**config.mk**
```make
export PLATFORM = sky130hd
export DESIGN_NAME = hit_record_serializer
export DESIGN_NICKNAME = d
export VERILOG_FILES = /design/src/rtl/hrs_pkg.sv /design/src/rtl/hrs_lowest_finder.sv /design/src/rtl/hrs_gray_to_bin.sv /design/src/rtl/hit_record_serializer.sv
export SDC_FILE = /design/constraint.sdc
export NUM_CORES = 1
export LEC_CHECK = 0
export ABC_AREA = 1
export BUFFER_PORTS_ARGS = -buffer_cell sky130_fd_sc_hd__buf_2
export CORE_AREA = 2 2 304 306
export CTS_BUF_LIST = sky130_fd_sc_hd__clkbuf_4 sky130_fd_sc_hd__clkbuf_8
export DETAILED_ROUTE_END_ITERATION = 7
export DIE_AREA = 0 0 306 308
export GPL_TIMING_DRIVEN = 0
export SYNTH_ARGS = -nofsm -noshare
export SYNTH_HDL_FRONTEND = slang
export SYNTH_SLANG_ARGS = --single-unit
```
**constraint.sdc**
```tcl
create_clock -name clk -period 9.5 [get_ports clk]
set_input_delay 1.425 -clock clk [delete_from_list [all_inputs] [get_ports clk]]
set_output_delay 1.425 -clock clk [all_outputs]
set_load 0.05 [all_outputs]
```
**src/rtl/hrs_pkg.sv**
```systemverilog
package hrs_pkg;
  typedef enum logic [0:0] {ST_IDLE = 1'b0, ST_SEND = 1'b1} hrs_state_t;
endpackage

```
**src/rtl/hrs_lowest_finder.sv**
```systemverilog
module hrs_lowest_finder #(
  parameter int N   = 16,
  parameter int IDX_W = (N > 1) ? $clog2(N) : 1
) (
  input  logic             clk,
  input  logic             rst,
  input  logic [N-1:0]     req,
  output logic             any,
  output logic [IDX_W-1:0] idx,
  output logic [N-1:0]     onehot
);
  always_comb begin
    idx    = '0;
    onehot = '0;
    for (int i = N - 1; i >= 0; i--) begin
      if (req[i]) begin
        idx    = IDX_W'(i);
        onehot = '0;
        onehot[i] = 1'b1;
      end
    end
  end

  assign any = |req;

  // the chosen channel has no lower requester and is a requester itself
  a_r3_lowest_pick: assert property (@(posedge clk) disable iff (rst)
    any |-> (((onehot - 1'b1) & req) == '0) && ((onehot & req) == onehot));
  a_r3_onehot_sel: assert property (@(posedge clk) disable iff (rst)
    any |-> $onehot(onehot));
endmodule

```
**src/rtl/hrs_gray_to_bin.sv**
```systemverilog
module hrs_gray_to_bin #(
  parameter int W = 24
) (
  input  logic [W-1:0] gray,
  output logic [W-1:0] bin
);
  genvar i;
  generate
    for (i = 0; i < W; i++) begin : g_bit
      assign bin[i] = ^(gray >> i);
    end
  endgenerate
endmodule

```
**src/rtl/hit_record_serializer.sv**
```systemverilog
module hit_record_serializer
  import hrs_pkg::*;
#(
  parameter int NUM_CH   = 16,
  parameter int COARSE_W = 24,
  parameter int CHARGE_W = 10,
  parameter int FINE_W   = 10
) (
  input  logic                         clk,
  input  logic                         rst,
  input  logic                         start,
  input  logic [NUM_CH-1:0]            hit_mask,
  input  logic [NUM_CH*COARSE_W-1:0]   coarse_gray,
  input  logic [NUM_CH-1:0]            coarse_ext,
  input  logic [NUM_CH-1:0]            gain_sel,
  input  logic [NUM_CH*CHARGE_W-1:0]   charge_code,
  input  logic [NUM_CH-1:0]            fine_valid,
  input  logic [NUM_CH*FINE_W-1:0]     fine_code,
  output logic                         ser_data,
  output logic                         ser_valid,
  output logic                         ser_done
);
  localparam int CH_W  = (NUM_CH > 1) ? $clog2(NUM_CH) : 1;
  localparam int REC_W = CH_W + COARSE_W + 1 + 1 + CHARGE_W + 1 + FINE_W;
  localparam int CNT_W = $clog2(REC_W);
  localparam logic [CNT_W-1:0] LAST_BIT = CNT_W'(REC_W - 1);

  hrs_state_t        state;
  logic [NUM_CH-1:0] pend;
  logic [REC_W-1:0]  shreg;
  logic [CNT_W-1:0]  bitcnt;

  // per-channel field views
  logic [COARSE_W-1:0] gray_a   [NUM_CH];
  logic [CHARGE_W-1:0] charge_a [NUM_CH];
  logic [FINE_W-1:0]   fine_a   [NUM_CH];

  genvar c;
  generate
    for (c = 0; c < NUM_CH; c++) begin : g_unpack
      assign gray_a[c]   = coarse_gray[c*COARSE_W +: COARSE_W];
      assign charge_a[c] = charge_code[c*CHARGE_W +: CHARGE_W];
      assign fine_a[c]   = fine_code[c*FINE_W +: FINE_W];
    end
  endgenerate

  logic [NUM_CH-1:0]   scan_mask;
  logic                found;
  logic [CH_W-1:0]     sel_idx;
  logic [NUM_CH-1:0]   sel_oh;
  logic [COARSE_W-1:0] sel_bin;
  logic [REC_W-1:0]    record;

  assign scan_mask = (state == ST_IDLE) ? hit_mask : pend;

  hrs_lowest_finder #(.N(NUM_CH), .IDX_W(CH_W)) u_find (
    .clk(clk), .rst(rst), .req(scan_mask),
    .any(found), .idx(sel_idx), .onehot(sel_oh)
  );

  hrs_gray_to_bin #(.W(COARSE_W)) u_g2b (
    .gray(gray_a[sel_idx]), .bin(sel_bin)
  );

  assign record = {sel_idx, sel_bin, coarse_ext[sel_idx], gain_sel[sel_idx],
                   charge_a[sel_idx], fine_valid[sel_idx], fine_a[sel_idx]};

  always_ff @(posedge clk) begin
    if (rst) begin
      state     <= ST_IDLE;
      pend      <= '0;
      shreg     <= '0;
      bitcnt    <= '0;
      ser_valid <= 1'b0;
      ser_done  <= 1'b0;
    end else begin
      ser_done <= 1'b0;
      case (state)
        ST_IDLE: begin
          if (start) begin
            if (found) begin
              shreg     <= record;
              pend      <= hit_mask & ~sel_oh;
              bitcnt    <= '0;
              state     <= ST_SEND;
              ser_valid <= 1'b1;
            end else begin
              ser_done <= 1'b1;
            end
          end
        end
        ST_SEND: begin
          if (bitcnt == LAST_BIT) begin
            bitcnt <= '0;
            if (found) begin
              shreg <= record;
              pend  <= pend & ~sel_oh;
            end else begin
              shreg     <= '0;
              state     <= ST_IDLE;
              ser_valid <= 1'b0;
              ser_done  <= 1'b1;
            end
          end else begin
            shreg  <= shreg << 1;
            bitcnt <= bitcnt + 1'b1;
          end
        end
        default: state <= ST_IDLE;
      endcase
    end
  end

  assign ser_data = shreg[REC_W-1];

  // done is a single-cycle pulse and never overlaps valid data
  a_r8_done_pulse: assert property (@(posedge clk) disable iff (rst)
    ser_done |=> !ser_done);
  a_r8_done_no_valid: assert property (@(posedge clk) disable iff (rst)
    ser_done |-> !ser_valid);
  // valid only ends at readout end, never in a gap
  a_r7_no_gap: assert property (@(posedge clk) disable iff (rst)
    $fell(ser_valid) |-> ser_done);
  // empty mask yields done on the next cycle with no data
  a_r2_empty_done: assert property (@(posedge clk) disable iff (rst)
    (state == ST_IDLE && start && hit_mask == '0) |=> (ser_done && !ser_valid));
  // while sending, pending channels never grow and drop at most one per step
  a_r9_mask_frozen: assert property (@(posedge clk) disable iff (rst)
    (state == ST_SEND && $past(state) == ST_SEND) |->
      ((pend & ~$past(pend)) == '0) && $onehot0($past(pend) & ~pend));
endmodule

```
==> run metrics, run 1 <==
post-synthesis share of cell area spent on full adders, half adders and majority gates=0.002033; share of the clock period used by the worst path=0.6680; largest net degree at the start of global routing=15; Via density=4.747; routed len/inst=around 24 µm; commonest cells after routing, fill and taps aside=822 x buf_2, 690 x nand2_1, 486 x nand3_1; Core ar.=90970 µm²; placed wire-length estimate after detailed placement=around 90 mm; dominant combinational cell family by area after synthesis=simple AND/OR/NAND/NOR gates; clock sinks=between 70 and 80; number of synthesized flops with an enable pin=0; power share of the clock group=0.106; area fraction in and, or, nand and nor cells after synthesis=0.5133; share of the yosys chip area belonging to registers=0.1220; insertion delay of the later-clocked pin in the worst-skew pair=between 300 and 400 ps; Tightest Pin Transition=roughly 1300 ps; global-route wire length before repair=between 100 and 150 mm; type of the tightest min-delay check=flip-flop to flip-flop; run status=complete, no violations; clock tree from TritonCTS=built; P_leak=just under 0.009 µW; final clock skew=approximately 24 ps; Setup-failing EPs final=0; DRC violation count after routing=0; count of port buffers added during placement=just under 800; netlist area before placement=12310 µm²; count of nets after finishing=between 3000 and 4000; parity-gate share of the synthesized area counting xor and xnor cells=0.006810; classification of the worst setup path=input port to flip-flop; Syn-to-layout area delta=45.48%; Yosys reg bits=75; DRT Wirelength=roughly 110 mm; crit path capture type=flip-flop; clock root buffer master=clkbuf_8; Required @ worst endpoint=approximately 10000 ps; total of fill cells in the finished design=10840; die outline height=a little over 300 µm; async set-reset flop share out of synthesis=0; power spent charging and discharging nets=1505 µW; total of warnings raised by yosys=0; row cnt=111; Primary FF master, synth=dfxtp_1; starting density of the core=0.1353; remaining max-slew budget at the tightest pin=0.1643; Top cell by count, worst path=nand2_1; setup slack after layout=~3200 ps; proportion of synthesized area in mux cells=0.001626; overflow left after global routing=0; CTS Buf Count=9; drt first-iter violations=1841; max-slew violations=0; Total GRT Usage=0.2151; peak per-stage delay on the critical path=~850 ps; unrepaired setup endpoints after global routing=false; most common cell after layout, fill and taps aside=buf_2; number of antenna violations at the first check in global routing=31; share of total power in sequential cells=0.151; # hold bufs at CTS=0; Post-CTS Setup Inserts=0; gate count of the mapped netlist=roughly 2400; number of nets produced by synthesis=3171; Area after DPL=17660 µm²; Max-Cap Viols=0; kind of start point of the critical path=input port; total of cells resized after clock tree synthesis=0; synthesized area per cell=between 5 and 6 µm²; Util after Layout=0.1969; Slowest-stage cell, CP=clkbuf_1; Max Fanout on Critical Path=10; largest vdd supply drop=approximately 57 µV; clock slew seen by the registers of the worst setup and hold paths=about 100 ps; fraction of layout cells with a size suffix above 1=0.2796; R2R Setup Slk=3590 ps; count of boundary I/O pins=between 700 and 800; ANT nets after route=0; design internal power=between 1000 and 1500 µW; setup slack at placement=2670 ps; complex-gate fraction of the synthesized area=0.2353; Hold Slack=roughly 470 ps; setup TNS=0 ps; overall die width=306 µm; post-route cell area=17910 µm²; switching share of total power=0.5828; die area=94250 µm²; post-route minimum period=6346 ps; Power Density=144.2 nW/µm²; depth of the CTS H-tree=3; number of hold violations in the final report=0; highest achievable clock rate=between 150 and 200 MHz; Via Count=roughly 21000; arrival time at the worst endpoint=roughly 6700 ps; TritonRoute pass-1 iters=6; logic gate share of total power=0.743; vias in the first global route=~20000; Yosys cell types=44; routability-driven placement congestion ratio=around 1; buffer levels on the longest clock path=2
-- registers in the layout (all words and copies together) (netlist names) --
signal,cells
state,1
pend,15
ser_done,1
ser_valid,1
shreg,51
bitcnt,6
-- cell usage after synthesis (7+ instances only) --
cell type,count,area (µm²)
o221ai_1,73,639.4
inv_1,137,514.2
o22ai_1,22,137.6
nand2_1,690,2590
nand3b_1,40,300.3
buf_2,48,240.2
clkbuf_1,115,431.7
nand3_1,486,2432
inv_2,19,71.32
dfxtp_1,75,1501
nor2_1,221,829.6
nand2_2,7,43.79
nor3_1,7,35.03
a22oi_1,23,172.7
o21ai_1,13,65.06
buf_4,8,60.06
a21oi_1,87,435.4
buf_1,20,75.07
o21ai_0,257,1286
-- power by group through the flow --
stage          logic, µW  registers (µW)  clock network (µW)
5_1_grt             2140             396                 293
4_1_cts             1920             390                 283
3_5_place_dp        1910             397                   0
6_report            1920             391                 273
2_1_floorplan       1110             391                   0
3_3_place_gp        1900             395                   0
-- routing by layer --
layer	vias to the layer above	global-route usage	routed length, µm
met5	-	0	75
met1	9683	0.2493	41790
met3	218	0.03133	7229
met4	14	0.08867	4701
met2	1199	0.3934	52850
li1	9712	-	-
-- worst max-delay path: cells and delay by family --
family	cells	cell delay [ps]
compound gates	5	1320
buf+inv	7	2380
simple gates	18	1450
-- final timing paths --
path / end / cells past startpoint / start
worst max register to register: shreg[11] / 19 / state
worst min-delay path: pend[2] / 2 / pend[2]
worst min register to register: pend[2] / 2 / pend[2]
worst max-delay path: shreg[11] / 30 / hit_mask[14]
-- logic make-up (layout without fill, tap and decap cells) --
family / count (synthesis) / in the layout
other cells: 0 / 14
compound gates: 494 / 494
buf+inv: 354 / 1143
flops: 75 / 75
fa+ha+maj: 2 / 2
xor+xnor: 7 / 7
mux: 2 / 2
simple gates: 1464 / 1464
-- layout make-up --
| cell class | count | area (µm²) | area share |
|---|---|---|---|
| antenna | 14 | 35.03 | 0.001956 |
| buffer | 197 | 875.8 | 0.04891 |
| clock buffer | 10 | 137.6 | 0.007686 |
| clock inverter | 6 | 71.32 | 0.003983 |
| inverter | 157 | 589.3 | 0.03291 |
| multi-input combinational | 1969 | 9344 | 0.5218 |
| sequential | 75 | 1501 | 0.08385 |
| tap | 1186 | 1484 | 0.08287 |
| timing repair buffer | 773 | 3869 | 0.2160 |
-- per-stage QoR --
step / std cells / total power (µW)
2_1_floorplan: 2398 / 1505
3_3_place_gp: 4357 / 2297
3_5_place_dp: 4357 / 2308
4_1_cts: 4373 / 2589
5_1_grt: 4384 / 2824
6_report: 4387 / 2582
(Power assumes the default switching activity.)
==> run 2, diff against run 1 <==
--- a/config.mk
+++ b/config.mk
@@ -5,12 +5,12 @@
 export SDC_FILE = /design/constraint.sdc
 export NUM_CORES = 1
 export LEC_CHECK = 0
-export ABC_AREA = 1
+export ABC_AREA = 0
 export BUFFER_PORTS_ARGS = -buffer_cell sky130_fd_sc_hd__buf_2
-export CORE_AREA = 2 2 304 306
+export CORE_AREA = 2 2 303 305
 export CTS_BUF_LIST = sky130_fd_sc_hd__clkbuf_4 sky130_fd_sc_hd__clkbuf_8
 export DETAILED_ROUTE_END_ITERATION = 7
-export DIE_AREA = 0 0 306 308
+export DIE_AREA = 0 0 305 307
 export GPL_TIMING_DRIVEN = 0
 export SYNTH_ARGS = -nofsm -noshare
 export SYNTH_HDL_FRONTEND = slang
==> constraint.sdc (replaced) <==
create_clock -name clk -period 5.5 [get_ports clk]
set_input_delay 0.825 -clock clk [delete_from_list [all_inputs] [get_ports clk]]
set_output_delay 0.825 -clock clk [all_outputs]
set_load 0.05 [all_outputs]
==> run 2 against run 1 <==
  * Worst hold slack gained 21 ps
  * Clock power grew 89%
  * Critical path type is now flip-flop to flip-flop
  * First-iteration DRC count grew 12%
  * Die area shrank 0.65%
  * Synthesized cell count shrank 24%
  * Combinational power grew 76%
  * Non-clock buffer count shrank 20
  * Core utilization shrank 0.21 points
  * Worst setup slack lost 3000 ps
==> run metrics, run 2 <==
run status=complete, no violations; vias in the first global route=17740 (-13%); sum of routed wire segments on met1=42.30 mm (+1.2%); flip-flop count of the largest register after layout=51 (unchanged); share of the clock period used by the worst path=0.9806; count of boundary I/O pins=774 (unchanged); Yosys cell types=79 (+80%); drt first-iter violations=2059 (+12%); netlist area before placement=11480 µm² (-6.7%); Primary FF master, synth=dfxtp_1; classification of the worst setup path=flip-flop to flip-flop; Total GRT Usage=0.2218 (+0.006724); Setup-failing EPs final=0 (unchanged); gate count of the mapped netlist=1823 (-24%); overflow left after global routing=0 (unchanged); Hold Slack=487.4 ps (+21.35 ps); synthesized area per cell=6.299 µm² (+23%); buffer levels on the longest clock path=2 (unchanged); DR WL met3=9.347 mm (+29%); Max-Cap Viols=0 (unchanged); DRC violation count after routing=0 (unchanged); number of instances on the worst hold path=2 (unchanged); Util after Layout=0.1948 (-0.002073); depth of the CTS H-tree=3 (unchanged); P_leak=0.008191 µW (-7.3%); fraction of layout cells with a size suffix above 1=0.3797 (+0.1001); global-route wire length before repair=144.4 mm (-0.68%); number of synthesized flops with an enable pin=0 (unchanged); die area=93640 µm² (-0.65%); power share of the clock group=0.113 (+0.007); die outline height=307 µm (-0.32%); Power Density=259.2 nW/µm² (+80%); final clock skew=20.34 ps (-3.912 ps); Via density=4.788 (+0.87%); share of the yosys chip area belonging to registers=0.1307 (+0.008771); number of hold violations in the final report=0 (unchanged); arrival time at the worst endpoint=5700 ps (-960 ps); largest net degree at the start of global routing=15 (unchanged); Via Count=18370 (-12%); routed len/inst=28.41 µm (+17%); Syn-to-layout area delta=53.82%; Tightest Pin Transition=1115 ps (-138.6 ps); most common cell after layout, fill and taps aside=buf_2; number of antenna violations at the first check in global routing=75 (+140%); count of port buffers added during placement=773 (unchanged); insertion delay of the later-clocked pin in the worst-skew pair=380 ps (about the same); largest register by flop count=shreg; switching share of total power=0.5153 (-0.06753); async set-reset flop share out of synthesis=0 (unchanged); Yosys reg bits=75 (unchanged); dominant cell by count in the synthesized netlist=nand2_1; kind of start point of the critical path=flip-flop; overall die width=305 µm (-0.33%); crit path capture type=flip-flop; wire length on met2=52.20 mm (-1.2%); largest registers in the final layout=shreg x51, pend x15, bitcnt x6; cell accounting for the most synthesized area=nand2_1; share of total power in sequential cells=0.148 (-0.003); max-slew violations=0 (unchanged); main area contributors after synthesis=nand2_1 20%, dfxtp_1 13%, a311oi_1 6.9%; design internal power=2219 µW (+110%); total of warnings raised by yosys=0 (unchanged); power spent charging and discharging nets=2359 µW (+57%); setup TNS=0 ps (unchanged); type of the tightest min-delay check=flip-flop to flip-flop; commonest cells after routing, fill and taps aside=813 x buf_2, 622 x nand2_1, 155 x nand3_1; # hold bufs at CTS=0 (unchanged); largest vdd supply drop=230.7 µV (+300%); count of nets after finishing=3386 (-14%); clock sinks=75 (unchanged); clock slew seen by the registers of the worst setup and hold paths=90 ps (about the same); highest achievable clock rate=185.4 MHz; Max Fanout on Critical Path=10 (unchanged); CTS Buf Count=9 (unchanged); logic gate share of total power=0.739 (-0.004); placed wire-length estimate after detailed placement=93.69 mm (+6.9%); post-route minimum period=5393 ps; most frequent cells after synthesis=623 x nand2_1, 155 x nand3_1, 113 x nor2_1; Core ar.=90690 µm² (-0.31%); TritonRoute pass-1 iters=6 (unchanged); Top Layer Used=met5; unrepaired setup endpoints after global routing=true; starting density of the core=0.1266 (-0.008691); R2R cell count=20 (+1); ANT nets after route=0 (unchanged); clock root buffer master=clkbuf_8; remaining max-slew budget at the tightest pin=0.2567 (+0.09241); top-area cell type share of the netlist area=0.2036 (-0.006769); clock tree from TritonCTS=built; routability-driven placement congestion ratio=0.9765 (-2.0%); number of nets produced by synthesis=2596 (-18%); Required @ worst endpoint=5810 ps (-4000 ps); DRT Wirelength=109.0 mm (+2.2%); row cnt=111 (unchanged)
-- run 2: critical path, cell delays in order (launching register included) --
cell,delay [ps]
dfxtp_1,330
buf_6,150
buf_6,140
nor3b_2,320
o22ai_1,190
o221ai_4,260
a21o_1,270
buf_4,210
buf_2,290
buf_2,310
buf_2,290
buf_2,350
buf_2,330
buf_2,330
clkbuf_4,340
nand2_1,100
a311oi_2,440
a311oi_1,110
nor3_1,360
a21oi_1,70
nor2_1,100
-- run 2: area by class of cell --
type / instances / area (µm²)
Sequential cell: 75 / 1501
Inverter: 9 / 33.78
Clock buffer: 10 / 131.4
Buffer: 171 / 985.9
Timing Repair Buffer: 779 / 3914
Multi-Input combinational cell: 1568 / 9434
Tap cell: 1186 / 1484
Antenna cell: 33 / 82.58
Fill cell: 10620 / 73030
Clock inverter: 6 / 97.59
-- run 2: power by group through the flow --
| stage | clock network, µW | logic, µW | registers (µW) |
|---|---|---|---|
| global placement | 0 | 3260 | 686 |
| floorplan | 0 | 1960 | 679 |
| finish | 517 | 3380 | 680 |
| detailed placement | 0 | 3270 | 689 |
| global route | 548 | 3610 | 687 |
| CTS | 522 | 3360 | 676 |
-- run 2: through the flow --
| step | setup slack, ps | instances | area (µm²) | power, µW |
|---|---|---|---|---|
| floorplan | 809.6 | 1823 | 11480 | 2640 |
| global placement | -2437 | 3782 | 16840 | 3951 |
| detailed placement | -2381 | 3782 | 16840 | 3962 |
| CTS | 0.4543 | 3800 | 17460 | 4563 |
| global route | -0.06617 | 3824 | 17630 | 4840 |
| finish | 106.8 | 3837 | 17660 | 4578 |
-- run 2: per-layer routing --
metal / GRT usage / vias up
met4: 0.07610 / 18
met1: 0.2651 / 8651
li1: - / 8177
met5: 0 / -
met3: 0.04645 / 268
met2: 0.3917 / 1259
-- run 2: final timing paths --
kind,startpoint,to,slack (ps)
max,state,shreg[0],110
min,pend[11],pend[11],490
max reg2reg,state,shreg[0],110
min reg2reg,pend[11],pend[11],490
-- run 2: timing repair --
action	4_1_cts	5_1_grt
pin swaps	2	3
endpoints found under the setup margin	41	37
setup buffers	2	4
resized for setup	132	54
-- run 2: cells by family (layout without fill, tap and decap cells) --
logic type               count (synthesis)  after routing  share of synthesized area
buffers and inverters                  180            975                    0.07409
XOR/XNOR                                95             95                    0.08183
multiplexers                            75             75                    0.08335
other                                    0             33                          0
flip-flops                              75             75                     0.1307
AND/OR/NAND/NOR                       1036           1036                     0.3865
AO/OA/AOI/OAI                          360            360                     0.2413
adder cells (fa/ha/maj)                  2              2                   0.002179
